<file path="src/rtl/regbuf_pkg.sv">
package regbuf_pkg;
  localparam int unsigned DATA_W = 25;
  localparam int unsigned LANE_W = 14;
  localparam int unsigned OUT_W  = 2 * LANE_W;
  localparam int unsigned CS_W   = 2;

  typedef enum logic [1:0] {
    MODE_1X1  = 2'd0,
    MODE_2X_A = 2'd1,
    MODE_2X_B = 2'd2
  } fan_mode_e;
endpackage

</file>
<file path="src/rtl/regbuf_cfg_latch.sv">
module regbuf_cfg_latch
  import regbuf_pkg::*;
(
  input  logic      clk_i,
  input  logic      rst_ni,
  input  logic      fan_i,
  input  logic      map_i,
  output fan_mode_e mode_o
);
  logic fan_q, map_q;

  // config is only loaded while reset is held
  always_ff @(posedge clk_i) begin
    if (!rst_ni) begin
      fan_q <= fan_i;
      map_q <= map_i;
    end
  end

  always_comb begin
    if (!fan_q)     mode_o = MODE_1X1;
    else if (map_q) mode_o = MODE_2X_B;
    else            mode_o = MODE_2X_A;
  end
endmodule

</file>
<file path="src/rtl/regbuf_capture.sv">
module regbuf_capture #(
  parameter int unsigned DATA_W = 25,
  parameter int unsigned CS_W   = 2
) (
  input  logic              clk_i,
  input  logic              rst_ni,
  input  logic [DATA_W-1:0] d_i,
  input  logic              dcs_ni,
  input  logic              csr_ni,
  output logic [DATA_W-1:0] data_o,
  output logic [CS_W-1:0]   cs_o
);
  logic load;
  assign load = ~(dcs_ni & csr_ni);

  always_ff @(posedge clk_i or negedge rst_ni) begin
    if (!rst_ni) begin
      data_o <= '0;
      cs_o   <= '0;
    end else begin
      cs_o <= {csr_ni, dcs_ni};
      if (load) data_o <= d_i;
    end
  end
endmodule

</file>
<file path="src/rtl/regbuf_fanout.sv">
module regbuf_fanout
  import regbuf_pkg::*;
#(
  parameter int unsigned DATA_W = 25,
  parameter int unsigned LANE_W = 14,
  parameter int unsigned OUT_W  = 2 * LANE_W
) (
  input  fan_mode_e         mode_i,
  input  logic [DATA_W-1:0] data_i,
  output logic [OUT_W-1:0]  q_o
);
  for (genvar o = 0; o < OUT_W; o++) begin : g_bit
    logic one_b, a_b, b_b;

    if (o < DATA_W) begin : g_one
      assign one_b = data_i[o];
    end else begin : g_one_pad
      assign one_b = 1'b0;
    end

    if (o < 2 * LANE_W) begin : g_two
      assign a_b = data_i[o % LANE_W];
      assign b_b = data_i[o / 2];
    end else begin : g_two_pad
      assign a_b = 1'b0;
      assign b_b = 1'b0;
    end

    always_comb begin
      unique case (mode_i)
        MODE_2X_A: q_o[o] = a_b;
        MODE_2X_B: q_o[o] = b_b;
        default:   q_o[o] = one_b;
      endcase
    end
  end
endmodule

</file>
<file path="src/rtl/regbuf_top.sv">
module regbuf_top
  import regbuf_pkg::*;
#(
  parameter int unsigned D_W  = DATA_W,
  parameter int unsigned L_W  = LANE_W,
  localparam int unsigned Q_W = 2 * L_W
) (
  input  logic           clk_i,
  input  logic           rst_ni,
  input  logic           cfg_fan_i,
  input  logic           cfg_map_i,
  input  logic           dcs_ni,
  input  logic           csr_ni,
  input  logic [D_W-1:0] d_i,
  output logic [Q_W-1:0] q_o,
  output logic [1:0]     qcs_o
);
  fan_mode_e      mode;
  logic [D_W-1:0] data_q;

  regbuf_cfg_latch u_cfg (
    .clk_i  (clk_i),
    .rst_ni (rst_ni),
    .fan_i  (cfg_fan_i),
    .map_i  (cfg_map_i),
    .mode_o (mode)
  );

  regbuf_capture #(.DATA_W(D_W), .CS_W(2)) u_cap (
    .clk_i  (clk_i),
    .rst_ni (rst_ni),
    .d_i    (d_i),
    .dcs_ni (dcs_ni),
    .csr_ni (csr_ni),
    .data_o (data_q),
    .cs_o   (qcs_o)
  );

  regbuf_fanout #(.DATA_W(D_W), .LANE_W(L_W), .OUT_W(Q_W)) u_fan (
    .mode_i (mode),
    .data_i (data_q),
    .q_o    (q_o)
  );
endmodule

</file>
<file path="config.mk">
export PLATFORM = sky130hd
export DESIGN_NAME = regbuf_top
export DESIGN_NICKNAME = d
export VERILOG_FILES = /design/src/rtl/regbuf_pkg.sv /design/src/rtl/regbuf_cfg_latch.sv /design/src/rtl/regbuf_capture.sv /design/src/rtl/regbuf_fanout.sv /design/src/rtl/regbuf_top.sv
export SDC_FILE = /design/constraint.sdc
export NUM_CORES = 1
export LEC_CHECK = 0
export BUFFER_PORTS_ARGS = -buffer_cell sky130_fd_sc_hd__clkbuf_2
export CAP_MARGIN = 20
export CORE_UTILIZATION = 25
export CTS_CLUSTER_SIZE = 8
export DETAILED_ROUTE_END_ITERATION = 10
export GPL_TIMING_DRIVEN = 0
export PLACE_DENSITY = 0.5
export RECOVER_POWER = 100
export SKIP_LAST_GASP = 1
export SLEW_MARGIN = 25
export SYNTH_ARGS = -nofsm -noshare
export SYNTH_HDL_FRONTEND = slang
export SYNTH_SLANG_ARGS = --single-unit
</file>
<file path="constraint.sdc">
create_clock -name clk_i -period 1.9 [get_ports clk_i]
set_clock_uncertainty 0.1 [all_clocks]
set_input_delay 0.38 -clock clk_i [delete_from_list [all_inputs] [get_ports clk_i]]
set_output_delay 0.38 -clock clk_i [all_outputs]
set_load 0.005 [all_outputs]
</file>
* Word-level counts from Yosys, hierarchy flattened
Cells that the tools add are included.
** Operators by class
- Eq/ne operators :: 2
- Multiplexer cells :: 29
- Bitwise logic cells :: 1
- Reductions and logical operators :: 1
** Operator list (number)
- case mux 1 bit (2 select lines) :: 13
- two-way mux 1 bit :: 14
- two-way mux 2 bit :: 2
- equality test 2 x 1 -> 1 bit, second input constant :: 1
- equality test 2 bit, second input constant :: 1
- OR reduction 2 bit :: 1
- AND 1 bit :: 1
** Word-level totals
- Bits in registers :: 29
- Bits of input ports :: 31
- Output and inout bits :: 30
- Word-level logic and storage cells :: 37

* Depth between registers and ports, before layout
- Depth in word-level cells :: 5
- Mapped depth :: 4
- Gate-level depth less buffers :: 2

* Modules after synthesis
From an unflattened synthesis, not the netlist that was laid out.
** Second synthesis, totals
- Cell total of the unflattened synthesis :: 138
- Area, all modules :: 1602.8 sq um
** Modules (own cells, without submodules)
- regbuf_capture :: instances 1, cells an instance 55, area each 1061.0 sq um, seq. area each 675.6 sq um
- regbuf_fanout :: instances 1, cells an instance 78, area each 461.7 sq um, seq. area each 0.0 sq um
- regbuf_cfg_latch :: instances 1, cells an instance 5, area each 80.1 sq um, seq. area each 60.1 sq um

* Worst setup path before layout
Ideal clock, no wire load.
- Kind :: flip-flop to output port
- From :: register u_cfg.map_q
- To :: output q_o[14]
- Arrival time :: 0.939 ns
- Required time :: 1.420 ns
- Setup slack :: 0.481 ns
- Cell stages (with the launch flop) :: 5
- Buffers on the path :: 2
- Cell sequence :: edfxtp_1 -> buf_6 -> buf_12 -> mux2i_1 -> a21oi_1
** On the way
- Longest elaborated chain between the ends :: 4
- Elaborated cells between the ends (all ways) :: 5
- Those cells by class :: eq/ne: 2; mux: 3
** Ends and longest elaborated chain
- from (decl) :: line regbuf_cfg_latch.sv:10 : logic fan_q, map_q;
- from (signal assigned) :: line regbuf_cfg_latch.sv:16 : map_q <= map_i;
- two-way mux 2 bit * :: line regbuf_cfg_latch.sv:22 : else if (map_q) mode_o = MODE_2X_B;
- two-way mux 2 bit * :: line regbuf_cfg_latch.sv:21 : if (!fan_q) mode_o = MODE_1X1;
- equality test 2 bit / equality test 2 x 1 -> 1 bit (equally long branches) :: line regbuf_fanout.sv:30 : unique case (mode_i)
- case mux 1 bit (2 select lines) * :: line regbuf_fanout.sv:30
- to (decl) :: line regbuf_top.sv:15 : output logic [Q_W-1:0] q_o,
Every way passes the cells marked *; elsewhere a longest branch is shown, timed or not.

* Final worst setup path
- From :: register u_cfg.map_q
- To :: output q_o[15]
The elaborated chain is that of the path after synthesis.

==> qor.yml <==
status:
  status: "finished, final reports clean"
final_layout:
  area_growth_pct: 28.7
  drive_gt1_frac: 0.438
  nets: 224
  antennaDiodeCount: 0
  final_util: 0.341
  layout_commonest_cell: "clkbuf_2"
  final_cell_mix: "52 x clkbuf_2, 27 x dfrtp_1, 17 x mux2_1, 12 x mux2i_1, 12 x a21o_1"
timing:
  hold_violations: 0
  max_slew_margin: 0.525
  finalCritPeriodShare: 0.998
  rsz0062_at_grt: "yes"
  setup_viol: 0
  totalNegativeSetupSlack_ns: 0
  worst_slew_pin_slew_ns: 0.712
  fmax_ghz: 0.527
  period_minus_slack_ns: 1.90
  slew_violations: 0
floorplan:
  start_util: 0.265
  die_area_um2: 6710
  fp.dieW_um: 81.9
  rows: 28
  die_y_um: 81.9
  coreArea_um2: 6030
  pin_count: 61
synth:
  synthCells: 123
  syn-cell-area_um2: 1600
  yosysWarningCount: 0
  synth_nets: 154
  yosysUniqueCellTypes: 18
  synth_area_leaders: "dfrtp_1 42%, mux2_4 19%, mux2i_1 8.2%"
  synth_seq_cells: 29
  ys_seq_area_frac: 0.461
  avgSynthCellArea_um2: 13.0
  yosysTopAreaCell: "dfrtp_1"
  synth_top_area_frac: 0.423
critical_path:
  critPathLaunchType: "flip-flop"
  cp_slowest_cell: "edfxtp_1"
  worst-setup-path-type: "reg -> out"
  worst-path-buf-inv: 3
  path_delay_family: "buffers and inverters"
  max_stage_delay_ns: 0.40
  crit_chain: "buf_6 -> clkbuf_16 -> mux2i_1 -> a21oi_1 -> clkbuf_2"
  end_kind: "output pin"
  timing.critical_path.required_ns: 1.42
  crit_arrival_ns: 1.42
  crit_path_max_fanout: 9
flow_run:
  cap_violations: 0
clock_network:
  clock_sink_count: 29
  clkTransAtPathRegs_ns: 0.07
  htree_levels: 2
  clock_path_buffers: 2
  ctsHoldBuffers: 0
  cts_made_buffers: 5
  cts_root_buf: "clkbuf_8"
  cts_tree: "yes"
  worstSkewPairLatency_ns: 0.28
route:
  ant_nets: 0
  vias_per_cell: 4.37
  wl_per_cell_um: 15.0
  drc: 0
  dr_total_vias: 1176
  dr.pass1.iters: 4
  drt-total-wl_um: 4040
  drt_iter0_markers: 60
power:
  pwr-share-comb: 0.208
  switching_share: 0.259
  clockPowerShare: 0.380
  p_leak_nw: 1.07
  pwr-share-seq: 0.412
  switchingPower_uw: 456
  max-vdd-ir-drop_mv: 0.431
  internal_power_mw: 1.30
  power_density_nw_per_um2: 855
global_route:
  grt_pass1_wl_um: 6230
  gr-total-overflow: 0
  grt_max_degree: 29
  antenna_found_initial: 0
  grt_util_all_layers: 0.129
  grt_pass1_vias: 1248
placed_design:
  hpwl_um: 3000
  place_congestion: 0.708
  io_buffer_count: 60
worst_hold_path:
  hp-class: "in -> async"
-- power groups by stage --
stage	combinational, mW	clock, mW	sequential, mW
detailed placement	0.390	0	0.736
finish	0.366	0.668	0.723
global placement	0.390	0	0.737
global route	0.405	0.717	0.731
floorplan	0.236	0	0.717
CTS	0.399	0.683	0.725
-- repair_timing --
action | 4_1_cts | 5_1_grt
pin swaps | 4 | 6
setup endpoints to repair | 11 | 21
setup buffers | 1 | 1
gates resized for setup | 3 | 10
gates cloned | 0 | 1
-- path summary, 6_finish.rpt --
path	endpoint	slack, ns	from	depth (start not counted)
setup / recovery	q_o[15]	0.004	u_cfg.map_q$_DFFE_PN_	5
hold / removal	u_cap.data_o[2]$_DFFE_PN0N_	0.03	rst_ni	1
setup reg to reg	u_cap.data_o[9]$_DFFE_PN0N_	0.93	u_cap.data_o[9]$_DFFE_PN0N_	1
hold reg to reg	u_cap.data_o[19]$_DFFE_PN0N_	0.39	u_cap.data_o[19]$_DFFE_PN0N_	1
max in group asynchronous	u_cap.data_o[7]$_DFFE_PN0N_	1.21	rst_ni	1
min in group clk_i	u_cap.cs_o[0]$_DFF_PN0_	0.12	dcs_ni	1
-- cell type report --
class | count | area [um^2]
timing repair buffer | 63 | 333
buffer | 9 | 76.3
sequential | 29 | 736
clock inverter | 1 | 30.0
inverter | 1 | 3.75
fill | 645 | 3970
multi-input combinational | 84 | 696
clock buffer | 7 | 86.3
tap | 75 | 93.8
-- cells in the mapped netlist --
| master | n |
|---|---|
| mux2_2 | 6 |
| a21o_1 | 12 |
| nand2_4 | 1 |
| edfxtp_1 | 2 |
| nand2_1 | 1 |
| a21oi_1 | 11 |
| buf_4 | 2 |
| mux2i_1 | 13 |
| buf_6 | 1 |
| and3_1 | 6 |
| buf_12 | 3 |
| and2_1 | 1 |
| dfrtp_1 | 27 |
| inv_1 | 1 |
| nor2_1 | 11 |
| nor2b_1 | 2 |
| mux2_4 | 20 |
| buf_2 | 3 |
-- metal layers --
layer	vias to the layer above	track usage	part of all wire
li1	573	-	-
met1	560	0.166	0.47
met2	38	0.186	0.43
met3	5	0.0700	0.085
met4	0	0.0316	0.0091
met5	-	0	0
-- metrics by stage --
stage | hold slack, ns | total power, mW | cells | setup WS, ns | cell area [um^2]
6_report | 0.0319 | 1.76 | 269 | 0.00352 | 2050
5_1_grt | 0.0847 | 1.85 | 269 | -0.0708 | 2050
4_1_cts | 0.0594 | 1.81 | 267 | 0.00252 | 2120
3_5_place_dp | 0.371 | 1.13 | 258 | 0.219 | 1990
3_3_place_gp | 0.369 | 1.13 | 258 | 0.218 | 1990
2_1_floorplan | -0.0156 | 0.954 | 123 | 0.481 | 1600
-- state kept, by name (all words and copies together), names as in the netlist --
name	count
u_cfg.map_q	1
u_cfg.fan_q	1
u_cap.cs_o	2
u_cap.data_o	25
-- logic make-up after synthesis --
group,count (synthesis),share of synthesized area
muxes,39,0.312
DFF,29,0.461
AOI/OAI and AO/OA,23,0.0909
and+or+nand+nor,22,0.0705
buffers and inverters,10,0.0658
(Power assumes the default switching activity.)
